## src/rtl/cfgw_pkg.sv

```systemverilog
package cfgw_pkg;

  typedef enum logic [1:0] {
    SZ_BYTE = 2'd0,
    SZ_HALF = 2'd1,
    SZ_WORD = 2'd2
  } cfgw_size_e;

  typedef enum logic [1:0] {
    ST_IDLE  = 2'd0,
    ST_ISSUE = 2'd1,
    ST_WAIT  = 2'd2
  } cfgw_state_e;

  // Map a raw 2-bit code onto a legal size; the reserved code means word.
  function automatic cfgw_size_e sanitize_size(input logic [1:0] code);
    case (code)
      2'd0:    return SZ_BYTE;
      2'd1:    return SZ_HALF;
      default: return SZ_WORD;
    endcase
  endfunction

endpackage

```

## src/rtl/cfgw_addr_reg.sv

```systemverilog
module cfgw_addr_reg #(
  parameter int DW = 32
) (
  input  logic          clk,
  input  logic          rst,
  input  logic          wr_en,
  input  logic [DW-1:0] wr_data,
  output logic [DW-1:0] q
);

  always_ff @(posedge clk) begin
    if (rst) begin
      q <= '0;
    end else if (wr_en) begin
      q <= wr_data;
    end
  end

endmodule

```

## src/rtl/cfgw_lane_swap.sv

```systemverilog
module cfgw_lane_swap
  import cfgw_pkg::*;
#(
  parameter int DW = 32
) (
  input  logic [DW-1:0] din,
  input  cfgw_size_e    size,
  input  logic          swap_en,
  output logic [DW-1:0] dout
);

  localparam int NB = DW / 8;

  int nbytes;

  always_comb begin
    case (size)
      SZ_BYTE: nbytes = 1;
      SZ_HALF: nbytes = 2;
      default: nbytes = 4;
    endcase
    if (nbytes > NB) nbytes = NB;
  end

  // Each output lane either mirrors its own input lane, picks the mirrored
  // lane inside the access width, or is forced to zero above the width.
  for (genvar g = 0; g < NB; g++) begin : g_lane
    logic [7:0] lane_val;
    always_comb begin
      int src;
      src = swap_en ? (nbytes - 1 - g) : g;
      lane_val = '0;
      if (g < nbytes && src >= 0 && src < NB) begin
        lane_val = din[8*src +: 8];
      end
    end
    assign dout[8*g +: 8] = lane_val;
  end

endmodule

```

## src/rtl/cfgw_ctrl.sv

```systemverilog
module cfgw_ctrl
  import cfgw_pkg::*;
#(
  parameter int DW   = 32,
  parameter int LOWW = 2,
  parameter int SZW  = 3
) (
  input  logic            clk,
  input  logic            rst,
  input  logic            req_valid,
  input  logic            req_sel_data,
  input  logic [LOWW-1:0] req_low,
  input  cfgw_size_e      req_size,
  input  logic            req_we,
  input  logic [DW-1:0]   req_wdata_fmt,
  input  logic [DW-1:0]   cfg_addr_q,
  output logic            addr_wr_en,
  input  logic            ds_req_ready,
  input  logic            ds_rsp_valid,
  input  logic [DW-1:0]   rsp_fmt,
  output logic            ds_req_valid,
  output logic [DW-1:0]   ds_addr,
  output logic [SZW-1:0]  ds_size,
  output logic            ds_we,
  output logic [DW-1:0]   ds_wdata,
  output logic            host_ack,
  output logic [DW-1:0]   host_rdata,
  output cfgw_size_e      size_q
);

  localparam int EN_BIT = DW - 1;

  cfgw_state_e state;

  logic [DW-1:0]  ones_mask;
  logic [SZW-1:0] size_bytes;
  logic [DW-1:0]  fwd_addr;

  always_comb begin
    addr_wr_en = (state == ST_IDLE) && req_valid && !req_sel_data && req_we;
    for (int i = 0; i < DW; i++) begin
      ones_mask[i] = (i < (8 << int'(req_size)));
    end
    case (req_size)
      SZ_BYTE: size_bytes = SZW'(1);
      SZ_HALF: size_bytes = SZW'(2);
      default: size_bytes = SZW'(4);
    endcase
    if (req_size == SZ_WORD) fwd_addr = cfg_addr_q;
    else                     fwd_addr = cfg_addr_q | DW'(req_low);
  end

  always_ff @(posedge clk) begin
    if (rst) begin
      state        <= ST_IDLE;
      ds_req_valid <= 1'b0;
      ds_addr      <= '0;
      ds_size      <= '0;
      ds_we        <= 1'b0;
      ds_wdata     <= '0;
      host_ack     <= 1'b0;
      host_rdata   <= '0;
      size_q       <= SZ_BYTE;
    end else begin
      host_ack <= 1'b0;
      case (state)
        ST_IDLE: begin
          if (req_valid) begin
            size_q <= req_size;
            if (!req_sel_data) begin
              host_ack <= 1'b1;
              if (!req_we) host_rdata <= cfg_addr_q;
            end else if (!cfg_addr_q[EN_BIT]) begin
              host_ack <= 1'b1;
              if (!req_we) host_rdata <= ones_mask;
            end else begin
              ds_req_valid <= 1'b1;
              ds_addr      <= fwd_addr;
              ds_size      <= size_bytes;
              ds_we        <= req_we;
              ds_wdata     <= req_we ? req_wdata_fmt : '0;
              state        <= ST_ISSUE;
            end
          end
        end
        ST_ISSUE: begin
          if (ds_req_ready) begin
            ds_req_valid <= 1'b0;
            if (ds_we) begin
              host_ack <= 1'b1;
              state    <= ST_IDLE;
            end else begin
              state <= ST_WAIT;
            end
          end
        end
        ST_WAIT: begin
          if (ds_rsp_valid) begin
            host_ack   <= 1'b1;
            host_rdata <= rsp_fmt;
            state      <= ST_IDLE;
          end
        end
        default: state <= ST_IDLE;
      endcase
    end
  end

  // no downstream request unless the enable bit of the register is set
  assert_gate_R2: assert property (@(posedge clk) disable iff (rst)
    ds_req_valid |-> cfg_addr_q[EN_BIT]);

  // a word request carries the register value unchanged
  assert_word_addr_R5: assert property (@(posedge clk) disable iff (rst)
    (ds_req_valid && ds_size == SZW'(4)) |-> ds_addr == cfg_addr_q);

  // the byte count is always a single power of two
  assert_size_code_R6: assert property (@(posedge clk) disable iff (rst)
    ds_req_valid |-> $countones(ds_size) == 1);

  // request held stable while stalled
  assert_req_hold_R9: assert property (@(posedge clk) disable iff (rst)
    (ds_req_valid && !ds_req_ready) |=>
      (ds_req_valid && $stable(ds_addr) && $stable(ds_wdata) && $stable(ds_size) && $stable(ds_we)));

  // no read acknowledge before the response
  assert_rsp_wait_R9: assert property (@(posedge clk) disable iff (rst)
    (state == ST_WAIT && !ds_rsp_valid) |=> !host_ack);

  // acknowledge is a single-cycle pulse
  assert_ack_pulse_R9: assert property (@(posedge clk) disable iff (rst)
    host_ack |=> !host_ack);

endmodule

```

## src/rtl/cfg_window_bridge.sv

```systemverilog
module cfg_window_bridge
  import cfgw_pkg::*;
#(
  parameter int DW   = 32,
  parameter int LOWW = $clog2(DW / 8),
  parameter int SZW  = $clog2(DW / 8) + 1
) (
  input  logic            clk,
  input  logic            rst,
  input  logic            host_big_endian,
  input  logic            host_req_valid,
  input  logic            host_sel_data,
  input  logic [LOWW-1:0] host_win_low,
  input  logic [1:0]      host_size,
  input  logic            host_we,
  input  logic [DW-1:0]   host_wdata,
  output logic            host_ack,
  output logic [DW-1:0]   host_rdata,
  output logic            ds_req_valid,
  input  logic            ds_req_ready,
  output logic [DW-1:0]   ds_addr,
  output logic [SZW-1:0]  ds_size,
  output logic            ds_we,
  output logic [DW-1:0]   ds_wdata,
  input  logic            ds_rsp_valid,
  input  logic [DW-1:0]   ds_rsp_rdata
);

  cfgw_size_e    req_size;
  cfgw_size_e    size_q;
  logic [DW-1:0] cfg_addr_q;
  logic          addr_wr_en;
  logic [DW-1:0] wdata_fmt;
  logic [DW-1:0] rsp_fmt;

  assign req_size = sanitize_size(host_size);

  cfgw_addr_reg #(.DW(DW)) u_addr (
    .clk     (clk),
    .rst     (rst),
    .wr_en   (addr_wr_en),
    .wr_data (host_wdata),
    .q       (cfg_addr_q)
  );

  cfgw_lane_swap #(.DW(DW)) u_wr_fmt (
    .din     (host_wdata),
    .size    (req_size),
    .swap_en (host_big_endian),
    .dout    (wdata_fmt)
  );

  cfgw_lane_swap #(.DW(DW)) u_rd_fmt (
    .din     (ds_rsp_rdata),
    .size    (size_q),
    .swap_en (host_big_endian),
    .dout    (rsp_fmt)
  );

  cfgw_ctrl #(.DW(DW), .LOWW(LOWW), .SZW(SZW)) u_ctrl (
    .clk           (clk),
    .rst           (rst),
    .req_valid     (host_req_valid),
    .req_sel_data  (host_sel_data),
    .req_low       (host_win_low),
    .req_size      (req_size),
    .req_we        (host_we),
    .req_wdata_fmt (wdata_fmt),
    .cfg_addr_q    (cfg_addr_q),
    .addr_wr_en    (addr_wr_en),
    .ds_req_ready  (ds_req_ready),
    .ds_rsp_valid  (ds_rsp_valid),
    .rsp_fmt       (rsp_fmt),
    .ds_req_valid  (ds_req_valid),
    .ds_addr       (ds_addr),
    .ds_size       (ds_size),
    .ds_we         (ds_we),
    .ds_wdata      (ds_wdata),
    .host_ack      (host_ack),
    .host_rdata    (host_rdata),
    .size_q        (size_q)
  );

endmodule

```

## config.mk

```make
export PLATFORM = sky130hd
export DESIGN_NAME = cfg_window_bridge
export DESIGN_NICKNAME = d
export VERILOG_FILES = /design/src/rtl/cfgw_pkg.sv /design/src/rtl/cfgw_addr_reg.sv /design/src/rtl/cfgw_lane_swap.sv /design/src/rtl/cfgw_ctrl.sv /design/src/rtl/cfg_window_bridge.sv
export SDC_FILE = /design/constraint.sdc
export NUM_CORES = 1
export LEC_CHECK = 0
export ABC_AREA = 1
export BUFFER_PORTS_ARGS = -buffer_cell sky130_fd_sc_hd__buf_2
export CORE_AREA = 2 2 118 120
export DETAILED_ROUTE_END_ITERATION = 16
export DIE_AREA = 0 0 120 122
export PLACE_DENSITY = 0.8
export SLEW_MARGIN = 0
export SYNTH_ARGS = -nofsm -noshare
export SYNTH_HDL_FRONTEND = slang
export SYNTH_SLANG_ARGS = --single-unit
```

## constraint.sdc

```tcl
create_clock -name clk -period 2.29 [get_ports clk]
set_clock_uncertainty 0.15 [all_clocks]
set_input_delay 0.3435 -clock clk [delete_from_list [all_inputs] [get_ports clk]]
set_output_delay 0.3435 -clock clk [all_outputs]
set_load 0.01 [all_outputs]
```

==> results.yml, run 1 <==
clocking:
  cts.root.buffer_cell: "clkbuf_16"
  ctsHoldBuffers: 0
  cts_max_level: 4
  cts_setup_buffers: 0
  clkTransAtPathRegs_ns: 0.06
  numCtsBuffers: 17
  post_cts_resized: 0
  clock_path_buffers: 2
  cts.sinks: 138
  tritoncts: "built"
  clk_latency_ns: 0.43
floorplanning:
  row_count: 43
  ios: 178
  die_w_um: 120
  core_area_um2: 13500
  start_util_pct: 52.7
  die_h_um: 122
  fp.dieArea_um2: 14600
logic_synthesis:
  netlist_instances: 1107
  synth_area_um2: 7110
  ys_warn_count: 0
  avgSynthCellArea_um2: 6.42
  seq_area_frac_synth_pct: 38.8
  synth_nets: 1185
  ys_ff_latch: 138
  ys_types: 28
routing:
  wl_per_cell_um: 16.5
  route.vias.total: 7900
  drc: 0
  drt_iter0_markers: 806
  ant_nets: 0
  via_per_inst: 5.45
  wl_mm: 23.9
  first_pass_iters: 6
final_layout:
  drive_gt1_share_pct: 20.1
  syn_to_final_growth_pct: 22.7
  layout.core_utilization_pct: 64.6
  final_nets: 1336
  n_antenna_cell: 0
  fin_area_um2: 8730
global_route:
  grt_pass1_vias: 7040
  grt_remaining_overflow: 0
  antenna_found_initial: 0
  grt_pass1_wl_mm: 36.7
  grt_start_max_net_pins: 88
  grtUsageTotal_pct: 32.5
placed_design:
  place.detailed.hpwl_mm: 17.7
  gp_congestion: 0.973
  place_area_um2: 8100
  port_buffers: 177
pwr:
  powerDensity_nw_per_um2: 735
  power.leakage_nw: 4.28
  power.total_mw: 6.42
  vdd_drop_max_uv: 370
min_path:
  hold_path.class: "primary input to flop"
sta:
  fin_crit_sh_pct: 88.7
  relSlewSlack_pct: 27.0
  final-hold-violation-count: 0
  final.setup.tns_ns: 0
  drv_slew: 0
  rsz0062_at_grt: "no"
  worst_pin_slew_ns: 1.10
  setup_viol: 0
  fmax_ghz: 0.492
  period_minus_slack_ns: 2.03
  holdWs_ns: 0.0783
critical_path:
  path_class: "flop to flop"
  cp_data_arrival_time_ns: 2.24
  critPathLaunchType: "flop"
  critPathRequiredTime_ns: 2.49
  worst_setup_path_end_kind: "flop"
  worst-path-max-fanout: 27
flow_run:
  drv_cap: 0
status:
  status: "completed"
power breakdown:
group | internal [mW] | leakage [nW] | switching (mW)
Sequential | 2.50 | 1.12 | 0.0514
Clock | 1.94 | 0.304 | 0.997
Combinational | 0.312 | 2.85 | 0.614
Total | 4.75 | 4.28 | 1.66
final timing paths:
path | from | to | slack, ns | cells past startpoint
worst max-delay path | u_ctrl.size_q[1] | u_ctrl.host_rdata[24] | 0.26 | 7
worst min-delay path | ds_req_ready | u_ctrl.state[0] | 0.08 | 4
worst max register to register | u_ctrl.size_q[1] | u_ctrl.host_rdata[24] | 0.26 | 7
worst min register to register | u_ctrl.ds_wdata[15] | u_ctrl.ds_wdata[15] | 0.31 | 2
registers in the layout (all words and copies together), names as in the netlist:
signal / flops
u_ctrl.ds_addr: 32
u_ctrl.ds_size: 3
u_ctrl.host_rdata: 32
u_ctrl.ds_wdata: 32
u_ctrl.state: 2
u_addr.q: 32
u_ctrl.host_ack: 1
u_ctrl.size_q: 2
u_ctrl.ds_we: 1
u_ctrl.ds_req_valid: 1
metrics by stage:
step	worst slack, ns	instances
3_3_place_gp	0.374	1419
2_1_floorplan	0.700	1107
3_5_place_dp	0.365	1419
5_1_grt	0.0661	1449
6_report	0.258	1449
4_1_cts	0.345	1449
worst max-delay path: stages, from the launching register on:
cell and delay [ns]:
dfxtp_1 0.35, o21ai_2 0.87, nand2_1 0.14, nand2_1 0.10, nand2_1 0.05, nand2_1 0.08
nand2_1 0.07, a21oi_1 0.16
synthesized netlist by cell type (all sizes together):
master    n  area, µm²
nor3      2       32.5
nor2     80        390
nand3   113        576
ha        2       25.0
a21oi   164        821
a31oi     1       6.26
nand3b    1       7.51
o221ai    1       8.76
o21ai    84        424
o21a      1       7.51
clkbuf   24       90.1
inv     106        400
buf      41        229
dfxtp   138       2760
o211ai    1       7.51
nand2   348       1320
area by class of cell:
type	instances	area, µm²
fill	1291	4780
timing repair buffer	197	1090
clock inverter	8	169
inverter	106	400
sequential	138	2760
tap	180	225
multi-input combinational	798	3630
clock buffer	22	454
layout by cell type, fill, tap and decap left out:
cell       synthesis  layout
inv_1             95      95
dfxtp_1          138     138
buf_12             0       4
nand3_1          111     111
nand2_1          343     343
a31oi_1            1       1
clkbuf_16          0      17
clkbuf_1          24       4
a21oi_1          164     164
buf_4              4      16
o211ai_1           1       1
nor2_4             7       7
bufinv_16          0       5
o221ai_1           1       1
nand3_2            2       2
nor2_2             2       2
nand2_2            4       4
clkinv_2           0       2
nor2_8             2       2
clkbuf_8           0       1
o21ai_0           83      83
o21a_1             1       1
nor3_4             2       2
buf_2             30     177
nand2_4            1       1
inv_2             10      10
o21ai_2            1       1
inv_4              1       1
nor2_1            69      69
clkinv_4           0       1
ha_1               2       2
nand3b_1           1       1
metal layers:
layer / track usage [%] / wire [µm] / vias to the layer above
li1: - / - / 3864
met1: 43.0 / 10200 / 3526
met2: 49.3 / 10500 / 438
met3: 6.98 / 2120 / 72
met4: 18.2 / 1050 / 0
met5: 0 / 0 / -
logic make-up (layout without fill, tap and decap cells):
kind of cell    after synthesis  count (layout)  synth area share [%]
simple gates                544             544                  32.8
compound gates              252             252                  17.9
buf+inv                     171             333                  10.1
flops                       138             138                  38.8
fa+ha+maj                     2               2                 0.352
(Power assumes the default switching activity.)
==> run 2, diff against run 1 <==
- clock period: 2.29 -> 2.2 ns (I/O delays scaled with it)
==> results.yml, run 2 (synthesis results as in run 1) <==
sta:
  worst_pin_slew_ns: 0.696
  final-hold-violation-count: 0
  fin_crit_sh_pct: 88.2
  drv_slew: 0
  relSlewSlack_pct: 53.5
  fmax_ghz: 0.515
  period_minus_slack_ns: 1.94
  setup_viol: 0
  rsz0062_at_grt: "no"
  holdWs_ns: 0.0681
  final.setup.tns_ns: 0
clocking:
  ctsHoldBuffers: 0
  cts.root.buffer_cell: "clkbuf_16"
  clock_path_buffers: 2
  clk_latency_ns: 0.42
  post_cts_resized: 0
  cts_setup_buffers: 0
  cts_max_level: 4
  numCtsBuffers: 17
  tritoncts: "built"
  cts.sinks: 138
  clkTransAtPathRegs_ns: 0.06
placed_design:
  gp_congestion: 1.01
  port_buffers: 177
  place.detailed.hpwl_mm: 17.6
  place_area_um2: 8100
critical_path:
  critPathSlowestCell: "dfxtp_1"
  regToRegSetupSlack_ns: 0.26
  worst_setup_path_end_kind: "flop"
  crit_buf_inv: 3
  r2r-end: "u_ctrl.host_rdata[9]"
  worstReg2RegStart: "u_ctrl.state[1]"
  path_class: "flop to flop"
  critPathLaunchType: "flop"
  timing.critical_path.cells: "inv_2 > nor2_2 > inv_2 > nand2_1 > nand3_2 > inv_1 > nand2_1 > nor2_1 > nor2_1"
  cp_data_arrival_time_ns: 2.10
  slowest_delay_ns: 0.41
  crit_cells: 9
  cp_top_family: "simple AND/OR/NAND/NOR gates"
  critPathRequiredTime_ns: 2.36
  worst-path-max-fanout: 11
  ff2ff_path_depth: 9
final_layout:
  syn_to_final_growth_pct: 22.7
  fin_area_um2: 8730
  final_nets: 1337
  n_antenna_cell: 0
  drive_gt1_share_pct: 20.4
  layout_common_cells: "nand2_1, buf_2, a21oi_1, dfxtp_1, nand3_1"
  layout_commonest_cell: "nand2_1"
routing:
  drc: 0
  wl_mm: 23.8
  wl_per_cell_um: 16.4
  route.vias.total: 7949
  via_per_inst: 5.47
  ant_nets: 0
  first_pass_iters: 5
  drt_iter0_markers: 919
global_route:
  grtUsageTotal_pct: 32.4
  grt_pass1_vias: 7159
  grt_pass1_wl_mm: 36.9
  antenna_found_initial: 0
  grt_remaining_overflow: 0
  grt_start_max_net_pins: 101
pwr:
  pwr-share-seq_pct: 39.8
  p_sw_share_pct: 26.8
  powerDensity_nw_per_um2: 764
  power.leakage_nw: 4.29
  p_int_mw: 4.88
  power.total_mw: 6.67
  power.switching_mw: 1.79
  clockPowerShare_pct: 45.8
  combinationalPowerShare_pct: 14.4
  vdd_drop_max_uv: 452
floorplanning:
  core_area_um2: 13500
  ios: 178
  die_w_um: 120
  start_util_pct: 52.7
  fp.dieArea_um2: 14600
  die_h_um: 122
  row_count: 43
min_path:
  holdPathEnd: "u_ctrl.state[0]"
  hold_start: "ds_req_ready"
  hold_path.class: "primary input to flop"
  min_delay_path_depth: 4
status:
  status: "completed"
flow_run:
  drv_cap: 0
## run 2: changes by cell type in the layout (fill, tap and decap cells not counted)
| cell | previous run | this run |
|---|---|---|
| clkinv_4 | 1 | 2 |
| bufinv_16 | 5 | 4 |
| inv_6 | 0 | 1 |
| clkbuf_1 | 4 | 3 |
| buf_12 | 4 | 3 |
| buf_4 | 16 | 18 |
| clkbuf_8 | 1 | 2 |
| clkinvlp_4 | 0 | 1 |
## run 2: worst reg2reg max path, cell delays in order (launching register included)
cell	delay, ns
dfxtp_1	0.41
inv_2	0.07
nor2_2	0.14
inv_2	0.17
nand2_1	0.13
nand3_2	0.13
inv_1	0.33
nand2_1	0.12
nor2_1	0.14
nor2_1	0.05
## run 2: final cells by class
cell class              count  area, µm²
repair buffers            198       1080
clock buffers              22        464
inverters                 106        400
fillers                  1307       4780
well taps                 180        225
multi-input cells         798       3630
clock inverters            10        164
flip-flops and latches    138       2760
## run 2: power by group through the flow
| stage | Sequential [mW] | Combinational [mW] | Clock, mW |
|---|---|---|---|
| 2_1_floorplan | 2.73 | 0.565 | 0 |
| 3_3_place_gp | 2.70 | 0.935 | 0 |
| 3_5_place_dp | 2.71 | 0.938 | 0 |
| 4_1_cts | 2.65 | 0.944 | 3.08 |
| 5_1_grt | 2.66 | 1.06 | 3.19 |
| 6_report | 2.65 | 0.958 | 3.06 |
## run 2: per-stage QoR
step	worst slack, ns	utilization (%)	std cells
2_1_floorplan	0.610	-	1107
3_3_place_gp	0.301	60.0	1420
3_5_place_dp	0.275	60.0	1420
4_1_cts	0.278	64.6	1452
5_1_grt	0.137	64.6	1452
6_report	0.259	64.6	1452
## run 2: metal layers
layer  track usage, %  vias to the layer above  wire length, µm
met4             13.7                        0              778
met5                0                        -                0
met3             6.32                       57             2150
li1                 -                     3872                -
met1             42.6                     3614            10100
met2             52.1                      406            10800
## run 2: worst max path at each step
stage                     startpoint                     to  slack, ns
global route        u_ctrl.size_q[1]  u_ctrl.host_rdata[22]       0.14
CTS                  u_ctrl.state[1]  u_ctrl.host_rdata[14]       0.28
finish               u_ctrl.state[1]   u_ctrl.host_rdata[9]       0.26
global placement     u_ctrl.state[1]  u_ctrl.host_rdata[14]       0.30
detailed placement   host_big_endian  u_ctrl.host_rdata[31]       0.28
floorplan           u_ctrl.size_q[0]  u_ctrl.host_rdata[23]       0.61
==> run 3, diff against run 2 <==
- CORE_AREA: 2 2 118 120 -> 5 5 121 123
- DIE_AREA: 0 0 120 122 -> 0 0 126 128
==> results.yml, run 3 (synthesis results as in run 1) <==
status:
  status: "completed"
final_layout:
  final_nets: 1340
  n_antenna_cell: 0
  ff_latch_area_um2: 2760
  n_fill_cell: 1327
  layout_common_cells: "nand2_1, buf_2, a21oi_1, dfxtp_1, nand3_1"
  layout_commonest_cell: "nand2_1"
  final_cell_count_no_fill: 1453
  drive_gt1_share_pct: 20.3
  multi_input_comb_area_um2: 3640
  syn_to_final_growth_pct: 23.0
  fin_area_um2: 8750
routing:
  route.vias.total: 7984
  ant_nets: 0
  via_per_inst: 5.49
  drc: 0
  drt_iter0_markers: 667
  wl_per_cell_um: 17.3
  wl_mm: 25.1
  first_pass_iters: 5
sta:
  drv_slew: 0
  fin_crit_sh_pct: 95.7
  rsz0062_at_grt: "no"
  final-hold-violation-count: 0
  holdWs_ns: 0.0546
  setup_viol: 0
  worst_pin_slew_ns: 0.695
  relSlewSlack_pct: 53.5
  final.setup.tns_ns: 0
  fmax_ghz: 0.475
  period_minus_slack_ns: 2.11
pwr:
  power.total_mw: 6.44
  vdd_drop_max_uv: 532
  power.leakage_nw: 4.28
  powerDensity_nw_per_um2: 736
global_route:
  grt_start_max_net_pins: 41
  grt_pass1_vias: 7444
  antenna_found_initial: 1
  grt_remaining_overflow: 0
  grtUsageTotal_pct: 30.6
  grt_pass1_wl_mm: 39.2
critical_path:
  critPathLaunchType: "flop"
  crit_buf_inv: 1
  critPathRequiredTime_ns: 2.40
  slowest_delay_ns: 0.49
  worst_setup_path_end_kind: "flop"
  timing.critical_path.cells: "inv_2 > nand2_1 > ha_1 > nor3_4 > nand3_1 > a21oi_1"
  cp_data_arrival_time_ns: 2.31
  cp_top_family: "simple AND/OR/NAND/NOR gates"
  worst-path-max-fanout: 8
  path_class: "flop to flop"
  critPathSlowestCell: "nor3_4"
clocking:
  clk_latency_ns: 0.43
  cts.root.buffer_cell: "clkbuf_16"
  ctsHoldBuffers: 0
  tritoncts: "built"
  cts.sinks: 138
  cts_max_level: 4
  numCtsBuffers: 17
  clock_path_buffers: 2
  clkTransAtPathRegs_ns: 0.06
placed_design:
  dp_cells: 1423
  place.detailed.hpwl_mm: 18.6
  port_buffers: 177
  place_area_um2: 8170
  gp_congestion: 0.952
min_path:
  hold_path.class: "primary input to flop"
floorplanning:
  start_util_pct: 52.5
  die_h_um: 128
  fp.dieArea_um2: 16100
  ios: 178
  die_w_um: 126
  row_count: 43
  core_area_um2: 13600
flow_run:
  drv_cap: 0
==> run 3: cell types whose count changed in the layout (fill, tap and decap cells not counted) <==
cell	before	now
o21ai_2	1	0
buf_12	3	7
buf_4	18	17
inv_6	1	0
o21ai_4	0	1
clkbuf_1	3	4
clkinvlp_4	1	4
clkinv_4	2	0
clkbuf_8	2	3
clkinv_2	2	0
bufinv_16	4	2
==> run 3: path summary, 6_finish.rpt <==
path	startpoint	end	slack, ns	cells past startpoint
max	u_ctrl.size_q[1]	u_ctrl.host_rdata[21]	0.09	6
min	host_win_low[0]	u_ctrl.ds_addr[0]	0.05	3
max reg2reg	u_ctrl.size_q[1]	u_ctrl.host_rdata[21]	0.09	6
min reg2reg	u_ctrl.ds_wdata[2]	u_ctrl.ds_wdata[2]	0.31	2
==> run 3: final cells by class <==
| class | instances | area share [%] |
|---|---|---|
| timing repair buffer | 201 | 13.2 |
| inverter | 106 | 4.58 |
| multi-input combinational | 798 | 41.6 |
| tap | 180 | 2.57 |
| clock buffer | 24 | 5.50 |
| clock inverter | 6 | 1.03 |
| sequential | 138 | 31.6 |
==> run 3: routing by layer <==
metal	wire [µm]	vias up	track usage, %
met5	12	-	0
li1	-	3874	-
met2	11500	408	49.6
met1	10500	3637	39.5
met4	839	2	12.6
met3	2260	63	7.25
==> run 3: worst min-delay path: stages <==
cell	delay, ns
buf_2	0.08
a21oi_1	0.05
a21oi_1	0.13
==> run 3: what timing repair did <==
item                                    4_1_cts  5_1_grt
setup buffers                                 0        0
gates resized for setup                       0        1
endpoints found under the setup margin        0        2
==> run 3: stage by stage <==
stage / utilization [%] / setup slack, ns
2_1_floorplan: - / 0.610
3_3_place_gp: 60.3 / 0.182
3_5_place_dp: 60.3 / 0.150
4_1_cts: 64.5 / 0.161
5_1_grt: 64.5 / 0.0413
6_report: 64.5 / 0.0945
==> run 3: power breakdown <==
part	internal, mW	switching, mW	total [mW]
clock	1.74	1.07	2.81
combinational	0.331	0.643	0.974
sequential	2.60	0.0566	2.66
total	4.68	1.77	6.44
